[src/rtl/cpu_local_timer_pkg.sv]
package cpu_local_timer_pkg;
  localparam int ADDR_W = 12;
  localparam logic [ADDR_W-1:0] OFF_CTRL  = 12'h320;
  localparam logic [ADDR_W-1:0] OFF_START = 12'h380;
  localparam logic [ADDR_W-1:0] OFF_LIVE  = 12'h390;
  localparam logic [ADDR_W-1:0] OFF_DIV   = 12'h3E0;

  localparam int CTRL_BUSY_BIT = 12;
  localparam int CTRL_MASK_BIT = 16;
  localparam int CTRL_MODE_BIT = 17;
  localparam int DIV_HI_BIT    = 3;
  localparam int DIV_CODE_W    = 3;

  typedef enum logic {
    MODE_ONESHOT  = 1'b0,
    MODE_PERIODIC = 1'b1
  } tmr_mode_e;

  typedef struct packed {
    tmr_mode_e  mode;
    logic       mask;
    logic [7:0] vec;
  } ctrl_t;
endpackage

[src/rtl/lt_regfile.sv]
module lt_regfile
  import cpu_local_timer_pkg::*;
#(
  parameter int CNT_W  = 32,
  parameter int DATA_W = 32
) (
  input  logic                  clk_i,
  input  logic                  rst_ni,
  input  logic                  wr_i,
  input  logic [ADDR_W-1:0]     addr_i,
  input  logic [DATA_W-1:0]     wdata_i,
  input  logic [CNT_W-1:0]      live_i,
  input  logic                  busy_i,
  output ctrl_t                 ctrl_o,
  output logic [CNT_W-1:0]      start_o,
  output logic [DIV_CODE_W-1:0] div_code_o,
  output logic                  load_o,
  output logic                  div_wr_o,
  output logic [DATA_W-1:0]     rdata_o
);
  ctrl_t                 ctrl_q;
  logic [CNT_W-1:0]      start_q;
  logic [DIV_CODE_W-1:0] div_q;
  logic                  ctrl_wr;

  assign ctrl_wr  = wr_i && (addr_i == OFF_CTRL);
  assign load_o   = wr_i && (addr_i == OFF_START);
  assign div_wr_o = wr_i && (addr_i == OFF_DIV);

  always_ff @(posedge clk_i or negedge rst_ni) begin
    if (!rst_ni) begin
      ctrl_q.vec  <= '0;
      ctrl_q.mask <= 1'b1;
      ctrl_q.mode <= MODE_ONESHOT;
      start_q     <= '0;
      div_q       <= '0;
    end else begin
      if (ctrl_wr) begin
        ctrl_q.vec  <= wdata_i[7:0];
        ctrl_q.mask <= wdata_i[CTRL_MASK_BIT];
        ctrl_q.mode <= tmr_mode_e'(wdata_i[CTRL_MODE_BIT]);
      end
      if (load_o)   start_q <= wdata_i[CNT_W-1:0];
      if (div_wr_o) div_q   <= {wdata_i[DIV_HI_BIT], wdata_i[1:0]};
    end
  end

  always_comb begin
    rdata_o = '0;
    unique case (addr_i)
      OFF_CTRL: begin
        rdata_o[7:0]          = ctrl_q.vec;
        rdata_o[CTRL_BUSY_BIT] = busy_i;
        rdata_o[CTRL_MASK_BIT] = ctrl_q.mask;
        rdata_o[CTRL_MODE_BIT] = ctrl_q.mode;
      end
      OFF_START: rdata_o[CNT_W-1:0] = start_q;
      OFF_LIVE:  rdata_o[CNT_W-1:0] = live_i;
      OFF_DIV: begin
        rdata_o[DIV_HI_BIT] = div_q[2];
        rdata_o[1:0]        = div_q[1:0];
      end
      default: rdata_o = '0;
    endcase
  end

  assign ctrl_o     = ctrl_q;
  assign start_o    = start_q;
  assign div_code_o = div_q;
endmodule

[src/rtl/lt_prescaler.sv]
module lt_prescaler #(
  parameter int CODE_W = 3
) (
  input  logic              clk_i,
  input  logic              rst_ni,
  input  logic              clr_i,
  input  logic [CODE_W-1:0] code_i,
  output logic              tick_o
);
  localparam int NUM_DIV = (1 << CODE_W) - 1;   // last code means divide-by-1
  localparam logic [CODE_W-1:0] CODE_BYPASS = CODE_W'(NUM_DIV);

  logic [NUM_DIV-1:0] presc_q;
  logic [NUM_DIV-1:0] hit;

  always_ff @(posedge clk_i or negedge rst_ni) begin
    if (!rst_ni)     presc_q <= '0;
    else if (clr_i)  presc_q <= '0;
    else             presc_q <= presc_q + NUM_DIV'(1);
  end

  // code g divides by 2**(g+1): tick when low g+1 bits are all ones
  for (genvar g = 0; g < NUM_DIV; g++) begin : g_hit
    assign hit[g] = &presc_q[g:0];
  end

  assign tick_o = (code_i == CODE_BYPASS) ? 1'b1 : hit[code_i];
endmodule

[src/rtl/lt_counter.sv]
module lt_counter #(
  parameter int CNT_W = 32
) (
  input  logic             clk_i,
  input  logic             rst_ni,
  input  logic             load_i,
  input  logic [CNT_W-1:0] load_val_i,
  input  logic [CNT_W-1:0] reload_val_i,
  input  logic             tick_i,
  input  logic             periodic_i,
  output logic [CNT_W-1:0] cnt_o,
  output logic             expire_o
);
  logic [CNT_W-1:0] cnt_q;

  // load overrides a coincident tick
  assign expire_o = tick_i && !load_i && (cnt_q == CNT_W'(1));

  always_ff @(posedge clk_i or negedge rst_ni) begin
    if (!rst_ni)                      cnt_q <= '0;
    else if (load_i)                  cnt_q <= load_val_i;
    else if (expire_o)                cnt_q <= periodic_i ? reload_val_i : '0;
    else if (tick_i && cnt_q != '0)   cnt_q <= cnt_q - CNT_W'(1);
  end

  assign cnt_o = cnt_q;
endmodule

[src/rtl/lt_irq.sv]
module lt_irq (
  input  logic       clk_i,
  input  logic       rst_ni,
  input  logic       expire_i,
  input  logic       mask_i,
  input  logic [7:0] vec_i,
  input  logic       ready_i,
  output logic       valid_o,
  output logic [7:0] vector_o,
  output logic       busy_o
);
  logic       fire;
  logic       valid_q, busy_q;
  logic [7:0] vector_q;

  assign fire = expire_i && !mask_i;

  always_ff @(posedge clk_i or negedge rst_ni) begin
    if (!rst_ni) begin
      valid_q  <= 1'b0;
      busy_q   <= 1'b0;
      vector_q <= '0;
    end else begin
      valid_q <= fire;
      if (fire) vector_q <= vec_i;
      if (fire)                 busy_q <= 1'b1;  // new request beats the clear
      else if (ready_i && busy_q) busy_q <= 1'b0;
    end
  end

  assign valid_o  = valid_q;
  assign vector_o = vector_q;
  assign busy_o   = busy_q;
endmodule

[src/rtl/cpu_local_timer.sv]
module cpu_local_timer
  import cpu_local_timer_pkg::*;
#(
  parameter int CNT_W  = 32,
  parameter int DATA_W = 32
) (
  input  logic              clk_i,
  input  logic              rst_ni,
  input  logic              bus_wr_i,
  input  logic [11:0]       bus_addr_i,
  input  logic [DATA_W-1:0] bus_wdata_i,
  output logic [DATA_W-1:0] bus_rdata_o,
  output logic              irq_valid_o,
  output logic [7:0]        irq_vector_o,
  input  logic              irq_ready_i,
  output logic              irq_busy_o
);
  ctrl_t                 ctrl_q;
  logic [CNT_W-1:0]      start_q;
  logic [CNT_W-1:0]      cur_q;
  logic [DIV_CODE_W-1:0] div_code;
  logic                  load, div_wr, tick, expire, busy;

  lt_regfile #(.CNT_W(CNT_W), .DATA_W(DATA_W)) u_regs (
    .clk_i      (clk_i),
    .rst_ni     (rst_ni),
    .wr_i       (bus_wr_i),
    .addr_i     (bus_addr_i),
    .wdata_i    (bus_wdata_i),
    .live_i     (cur_q),
    .busy_i     (busy),
    .ctrl_o     (ctrl_q),
    .start_o    (start_q),
    .div_code_o (div_code),
    .load_o     (load),
    .div_wr_o   (div_wr),
    .rdata_o    (bus_rdata_o)
  );

  lt_prescaler #(.CODE_W(DIV_CODE_W)) u_presc (
    .clk_i  (clk_i),
    .rst_ni (rst_ni),
    .clr_i  (load || div_wr),
    .code_i (div_code),
    .tick_o (tick)
  );

  lt_counter #(.CNT_W(CNT_W)) u_cnt (
    .clk_i        (clk_i),
    .rst_ni       (rst_ni),
    .load_i       (load),
    .load_val_i   (bus_wdata_i[CNT_W-1:0]),
    .reload_val_i (start_q),
    .tick_i       (tick),
    .periodic_i   (ctrl_q.mode == MODE_PERIODIC),
    .cnt_o        (cur_q),
    .expire_o     (expire)
  );

  lt_irq u_irq (
    .clk_i    (clk_i),
    .rst_ni   (rst_ni),
    .expire_i (expire),
    .mask_i   (ctrl_q.mask),
    .vec_i    (ctrl_q.vec),
    .ready_i  (irq_ready_i),
    .valid_o  (irq_valid_o),
    .vector_o (irq_vector_o),
    .busy_o   (busy)
  );

  assign irq_busy_o = busy;
endmodule

[config.mk]
export PLATFORM = sky130hd
export DESIGN_NAME = cpu_local_timer
export DESIGN_NICKNAME = d
export VERILOG_FILES = /design/src/rtl/cpu_local_timer_pkg.sv /design/src/rtl/lt_regfile.sv /design/src/rtl/lt_prescaler.sv /design/src/rtl/lt_counter.sv /design/src/rtl/lt_irq.sv /design/src/rtl/cpu_local_timer.sv
export SDC_FILE = /design/constraint.sdc
export NUM_CORES = 1
export LEC_CHECK = 0
export ABC_AREA = 1
export BUFFER_PORTS_ARGS = -buffer_cell sky130_fd_sc_hd__buf_4
export CORE_MARGIN = 2
export CORE_UTILIZATION = 53
export DETAILED_ROUTE_END_ITERATION = 8
export GPL_ROUTABILITY_DRIVEN = 0
export HOLD_SLACK_MARGIN = 0.15
export PLACE_DENSITY = 0.81
export SLEW_MARGIN = 30
export SYNTH_ARGS = -nofsm -noshare
export SYNTH_HDL_FRONTEND = slang
export SYNTH_HIERARCHICAL = 1
export SYNTH_SLANG_ARGS = --single-unit
[constraint.sdc]
create_clock -name clk_i -period 2.2 [get_ports clk_i]
set_input_delay 0.44 -clock clk_i [delete_from_list [all_inputs] [get_ports clk_i]]
set_output_delay 0.44 -clock clk_i [all_outputs]
set_load 0.02 [all_outputs]
==> results.json, run 1 <==
{
  "status": "finished with violations",
  "violations": "negative setup slack",
  "dp_hpwl_um": 12700,
  "post-route-min-period_ps": 2280,
  "detail_route.first_pass.iterations": 6,
  "r2r_setup_slack_ps": -80,
  "final_cell_mix": "nand2_1, nor2_1, nand3_1",
  "synth.distinct_cells": 37,
  "critPathLaunchType": "register",
  "dr_wl_met2_um": 8930,
  "arrival_ps": 2540,
  "wl_met3_um": 1660,
  "yosysSeqAreaShare_pct": 37.8,
  "vias_per_cell": 5.54,
  "yosys.area.top_type": "dfrtp_1",
  "r2r_cells": 17,
  "cts_max_level": 3,
  "ys_ff_latch": 94,
  "setup_tns_ps": -1670,
  "grt_pass1_vias": 6559,
  "drcViolationCount": 0,
  "irDropWorstVdd_uv": 529,
  "period_share_pct": 104,
  "clk_pin_slew_ps": 70,
  "rsz0062_at_grt": "true",
  "layout.cells.most_common": "nand2_1",
  "nets": 1136,
  "area_growth_pct": 26.3,
  "fp.coreArea_um2": 11400,
  "routedWlPerCell_um": 15.5,
  "drive_above_1_share_pct": 18.9,
  "crit_required_ps": 2460,
  "grt_max_degree": 57,
  "grt_pass1_wl_um": 31300,
  "critical_path.endpoint": "u_cnt/cnt_o[8]$_DFFE_PN0P_",
  "met1_length_um": 7750,
  "insertion_delay_ps": 360,
  "track_usage_pct": 30.5,
  "worst-path-max-fanout": 12,
  "dr_total_vias": 6814,
  "drt_iter0_drc": 792,
  "synth_warnings": 6,
  "synth_cells": 965,
  "start_util_pct": 54.5,
  "cts-root-buf": "clkbuf_16",
  "fmax_mhz": 439,
  "setup_viol": 40,
  "max_slew_margin_pct": 60.6,
  "cts_tree": "done",
  "final_cells": 1230,
  "num_rows": 39,
  "r2r_start": "u_presc/presc_q[1]$_DFF_PN0_",
  "floorplan.die_area_um2": 12600,
  "cts.sinks": 94,
  "drv_slew": 0,
  "wl_um": 19000,
  "ant_nets": 0,
  "die_width_um": 112,
  "final-hold-violation-count": 0,
  "antennaDiodeCount": 0,
  "finalClockSkew_ps": 11.5,
  "fin_ws_ps": -79.6,
  "yosysTopAreaCellShare_pct": 37.4,
  "die_h_um": 112,
  "cp-startpoint": "u_presc/presc_q[1]$_DFF_PN0_",
  "synthTopCellsByArea": "dfrtp_1, nand2_1, nand3_1, nor2_1, inv_1",
  "postSynthNetCount": 1019,
  "crit_type": "reg -> reg",
  "cp-end-kind": "register",
  "ios": 90,
  "whs_ps": 246,
  "top_layer": "met4",
  "dp_cells": 1199,
  "min_from": "irq_ready_i",
  "port_buffers": 89,
  "netlist_area_um2": 6220,
  "drv_cap": 0,
  "syn_avg_cell_area_um2": 6.44,
  "clock_path_buffers": 2,
  "max_slew.worst_pin.slew_ps": 591,
  "powerDensity_nw_per_um2": 800,
  "leakagePower_nw": 4.32,
  "min_path_type": "in -> reg",
  "grt_antenna_before_repair": 0,
  "rr_endpoint": "u_cnt/cnt_o[8]$_DFFE_PN0P_",
  "numCtsBuffers": 9,
  "finalPower_w": 0.00628,
  "overflow": 0
}
## sequential cells by signal, indices dropped and copies added (netlist names)
register	flops
u_cnt/cnt_o	32
u_regs/start_o	32
u_regs/ctrl_o	10
u_irq/vector_o	8
u_presc/presc_q	7
u_regs/div_code_o	3
u_irq/busy_o	1
u_irq/valid_o	1
## report_power, final
part / switching, W / internal (W) / total [W]
logic: 0.00140 / 0.000889 / 0.00229
registers: 0.000406 / 0.00204 / 0.00245
clock network: 0.000722 / 0.000815 / 0.00154
total: 0.00253 / 0.00375 / 0.00628
## cell usage after synthesis
cell type	n
ha_1	6
nor2_2	4
xor2_1	7
nand4_1	7
nand3b_1	1
buf_1	2
nand2_1	379
o21ai_1	23
a21oi_2	1
or2_1	1
buf_8	1
clkbuf_1	14
inv_1	62
nor2_4	4
inv_4	1
dfstp_2	1
nor3b_1	1
o21ai_0	4
nor2_8	1
xnor2_1	5
buf_2	12
nand2_8	1
o21a_1	1
nand3_1	141
and2_1	1
o21bai_1	6
buf_6	4
nor2_1	152
nand2_2	5
inv_2	1
buf_4	7
nor3b_4	1
nand3_2	1
dfrtp_1	93
nor3_1	2
or2_2	2
a21oi_1	10
## area by class of cell
type / count / area, µm²
clock buffers: 10 / 239
inverters: 64 / 243
multi-input cells: 768 / 3490
repair buffers: 145 / 1290
clock inverters: 6 / 53.8
flip-flops and latches: 94 / 2350
fillers: 985 / 3570
well taps: 143 / 179
## through the flow
stage	cell area, µm²	util, %	setup slack, ps
finish	7850	68.8	-79.6
global route	7850	68.8	-262
CTS	7740	67.8	-55.1
detailed placement	7210	63.2	-166
global placement	7210	63.2	-86.6
floorplan	6220	-	73.0
## routing by layer
metal,global-route usage [%],up-vias
li1,-,3274
met1,41.2,3102
met2,49.3,373
met3,4.64,65
met4,12.8,0
met5,0,-
## worst max-delay path: stages (launching register included)
cell,delay (ps)
dfrtp_1,350
ha_2,190
inv_2,50
nor2_4,150
ha_4,150
a21oi_2,40
nand2_1,80
inv_2,50
a21oi_4,170
inv_1,60
nor2_1,80
nand2_1,90
buf_4,150
buf_4,190
a21oi_1,190
nand2_1,80
nand2_1,70
nand2_1,40
## what timing repair did
action                     CTS  global route
setup buffers                6             0
pin swaps                    5             4
hold endpoints to repair    33             0
gates resized for setup     24            13
gates cloned                 4             4
hold buffers                 1             0
setup endpoints to repair   44            64
## worst min path at each step
stage	end	cells past startpoint	slack [ps]
3_5_place_dp	u_presc/presc_q[1]$_DFF_PN0_	1	440
2_1_floorplan	u_cnt/cnt_o[0]$_DFFE_PN0P_	0	140
6_report	u_irq/busy_o$_DFFE_PN0P_	2	250
4_1_cts	u_irq/busy_o$_DFFE_PN0P_	2	260
5_1_grt	u_irq/busy_o$_DFFE_PN0P_	2	260
3_3_place_gp	u_presc/presc_q[1]$_DFF_PN0_	1	440
## cells by family (layout without fill, tap and decap cells)
kind of cell             count (synthesis)  in the layout  synth area share, %
AND/OR/NAND/NOR                        704            705                 47.6
buffers and inverters                  104            225                 7.65
flip-flops                              94             94                 37.8
AO/OA/AOI/OAI                           45             45                 3.96
XOR/XNOR                                12             12                 1.69
adder cells (fa/ha/maj)                  6              6                 1.21
Power figures use the tool's default switching activity.
==> run 2, diff against run 1 <==
CORE_UTILIZATION = 60   (was 53)
PLACE_DENSITY = 0.86   (was 0.81)
clock period = 2.7 ns   (was 2.2 ns; I/O delays follow)
==> results.json, run 2 (synthesis gave the netlist of run 1 again) <==
{
  "irDropWorstVdd_uv": 317,
  "crit_buf_inv": 3,
  "setup_tns_ps": 0,
  "leakagePower_nw": 4.03,
  "rr_endpoint": "u_irq/vector_o[5]$_DFFE_PN0P_",
  "final_cell_mix": "nand2_1, nor2_1, nand3_1",
  "min_path_type": "in -> async",
  "setup_viol": 0,
  "drt_iter0_drc": 617,
  "critPathLaunchType": "register",
  "dp_cells": 1173,
  "crit_slowest_cell": "dfrtp_1",
  "finalPower_w": 0.00457,
  "r2r_setup_slack_ps": 160,
  "overflow": 0,
  "detail_route.first_pass.iterations": 5,
  "track_usage_pct": 31.8,
  "crit_family": "simple AND/OR/NAND/NOR gates",
  "clk_pin_slew_ps": 110,
  "r2r_start": "u_presc/presc_q[0]$_DFF_PN0_",
  "vias_per_cell": 5.50,
  "floorplan.die_area_um2": 11200,
  "wl_met3_um": 1680,
  "drv_slew": 0,
  "die_h_um": 106,
  "num_rows": 37,
  "ios": 90,
  "cts_max_level": 3,
  "crit_type": "reg -> reg",
  "whs_ps": 159,
  "fillCellCount": 928,
  "dpl_cell_area_um2": 7020,
  "period_share_pct": 94.2,
  "grt_max_degree": 57,
  "max_slew_margin_pct": 58.7,
  "finalClockSkew_ps": 15.4,
  "cts_tree": "done",
  "clock_path_buffers": 2,
  "area_growth_pct": 16.2,
  "ant_nets": 0,
  "regArea_um2": 2350,
  "grt_antenna_before_repair": 0,
  "cp-end-kind": "register",
  "grt_pass1_vias": 6146,
  "die_width_um": 106,
  "met1_length_um": 6980,
  "top_layer": "met4",
  "numCtsBuffers": 9,
  "rsz0062_at_grt": "false",
  "layout.cells.most_common": "nand2_1",
  "cts-root-buf": "clkbuf_8",
  "status": "finished, final reports clean",
  "wl_um": 17100,
  "port_buffers": 89,
  "cts-hold-fix-buffers": 0,
  "worst-path-max-fanout": 10,
  "dr_total_vias": 6539,
  "crit_top_cell": "nand2_1",
  "drive_above_1_share_pct": 14.4,
  "arrival_ps": 2820,
  "fmax_mhz": 393,
  "fp.coreArea_um2": 10200,
  "routedWlPerCell_um": 14.3,
  "final_cells": 1189,
  "nets": 1102,
  "cp_cell_sequence": "ha_1, inv_1, nor2_4, ha_1, a21oi_1, nand2_1, inv_1, a21oi_4, nand2_1, nor2_1, nand3_1, nor2_1, buf_4, nand2_8, nand2_1, nand2_1",
  "antennaDiodeCount": 0,
  "dr_wl_met2_um": 7910,
  "start_util_pct": 61.1,
  "dp_hpwl_um": 12100,
  "r2r_cells": 16,
  "grt_pass1_wl_um": 28600,
  "cts.sinks": 94,
  "powerDensity_nw_per_um2": 633,
  "drcViolationCount": 0,
  "final-hold-violation-count": 0,
  "cp_slowest_stage_delay_ps": 440,
  "drv_cap": 0,
  "post-route-min-period_ps": 2540,
  "finalInstanceArea_um2": 7220,
  "max_slew.worst_pin.slew_ps": 619,
  "crit_required_ps": 2980,
  "insertion_delay_ps": 370,
  "multiInputGateArea_um2": 3400
}
[run 2: layout make-up]
cell class | instances | area share [%]
flip-flops and latches | 94 | 32.6
inverters | 64 | 3.36
multi-input cells | 767 | 47.1
repair buffers | 112 | 12.0
clock inverters | 7 | 0.953
clock buffers | 9 | 1.71
well taps | 136 | 2.36
[run 2: how the worst max path moves through the flow]
stage | startpoint | end | depth (start not counted)
final | u_presc/presc_q[0]$_DFF_PN0_ | u_irq/vector_o[5]$_DFFE_PN0P_ | 16
after global routing | u_presc/presc_q[0]$_DFF_PN0_ | u_irq/vector_o[0]$_DFFE_PN0P_ | 16
after CTS | u_presc/presc_q[0]$_DFF_PN0_ | u_irq/vector_o[3]$_DFFE_PN0P_ | 16
after detailed placement | bus_addr_i[9] | u_cnt/cnt_o[27]$_DFFE_PN0P_ | 15
after global placement | u_presc/presc_q[0]$_DFF_PN0_ | u_irq/vector_o[0]$_DFFE_PN0P_ | 16
after floorplan | bus_addr_i[3] | u_irq/busy_o$_DFFE_PN0P_ | 15
[run 2: power breakdown]
group / total (W) / internal, W / switching (W)
Combinational: 0.00157 / 0.000604 / 0.000968
Clock: 0.000921 / 0.000355 / 0.000566
Sequential: 0.00208 / 0.00166 / 0.000415
Total: 0.00457 / 0.00262 / 0.00195
[run 2: what timing repair did]
action | in CTS | in global routing
endpoints found under the setup margin | 0 | 10
resized for setup | 0 | 1
setup buffers | 0 | 0
[run 2: stage by stage]
| step | utilization [%] | setup slack, ps |
|---|---|---|
| final | 70.9 | 156 |
| after detailed placement | 69.0 | 149 |
| after global placement | 69.0 | 204 |
| after CTS | 70.9 | 133 |
| after floorplan | - | 369 |
| after global routing | 70.9 | 5.86 |
[run 2: worst reg2reg max path: stages, from the launching register on]
cell and delay (ps):
dfrtp_1 440, ha_1 200, inv_1 80, nor2_4 130, ha_1 160, a21oi_1 60, nand2_1 60, inv_1 60
a21oi_4 210, nand2_1 80, nor2_1 120, nand3_1 150, nor2_1 220, buf_4 240, nand2_8 100, nand2_1 80
nand2_1 50
[run 2: per-layer routing]
metal | vias to the layer above | GRT usage [%]
met5 | - | 0
met4 | 0 | 13.1
met3 | 43 | 6.00
met2 | 341 | 51.9
met1 | 2951 | 41.7
li1 | 3204 | -
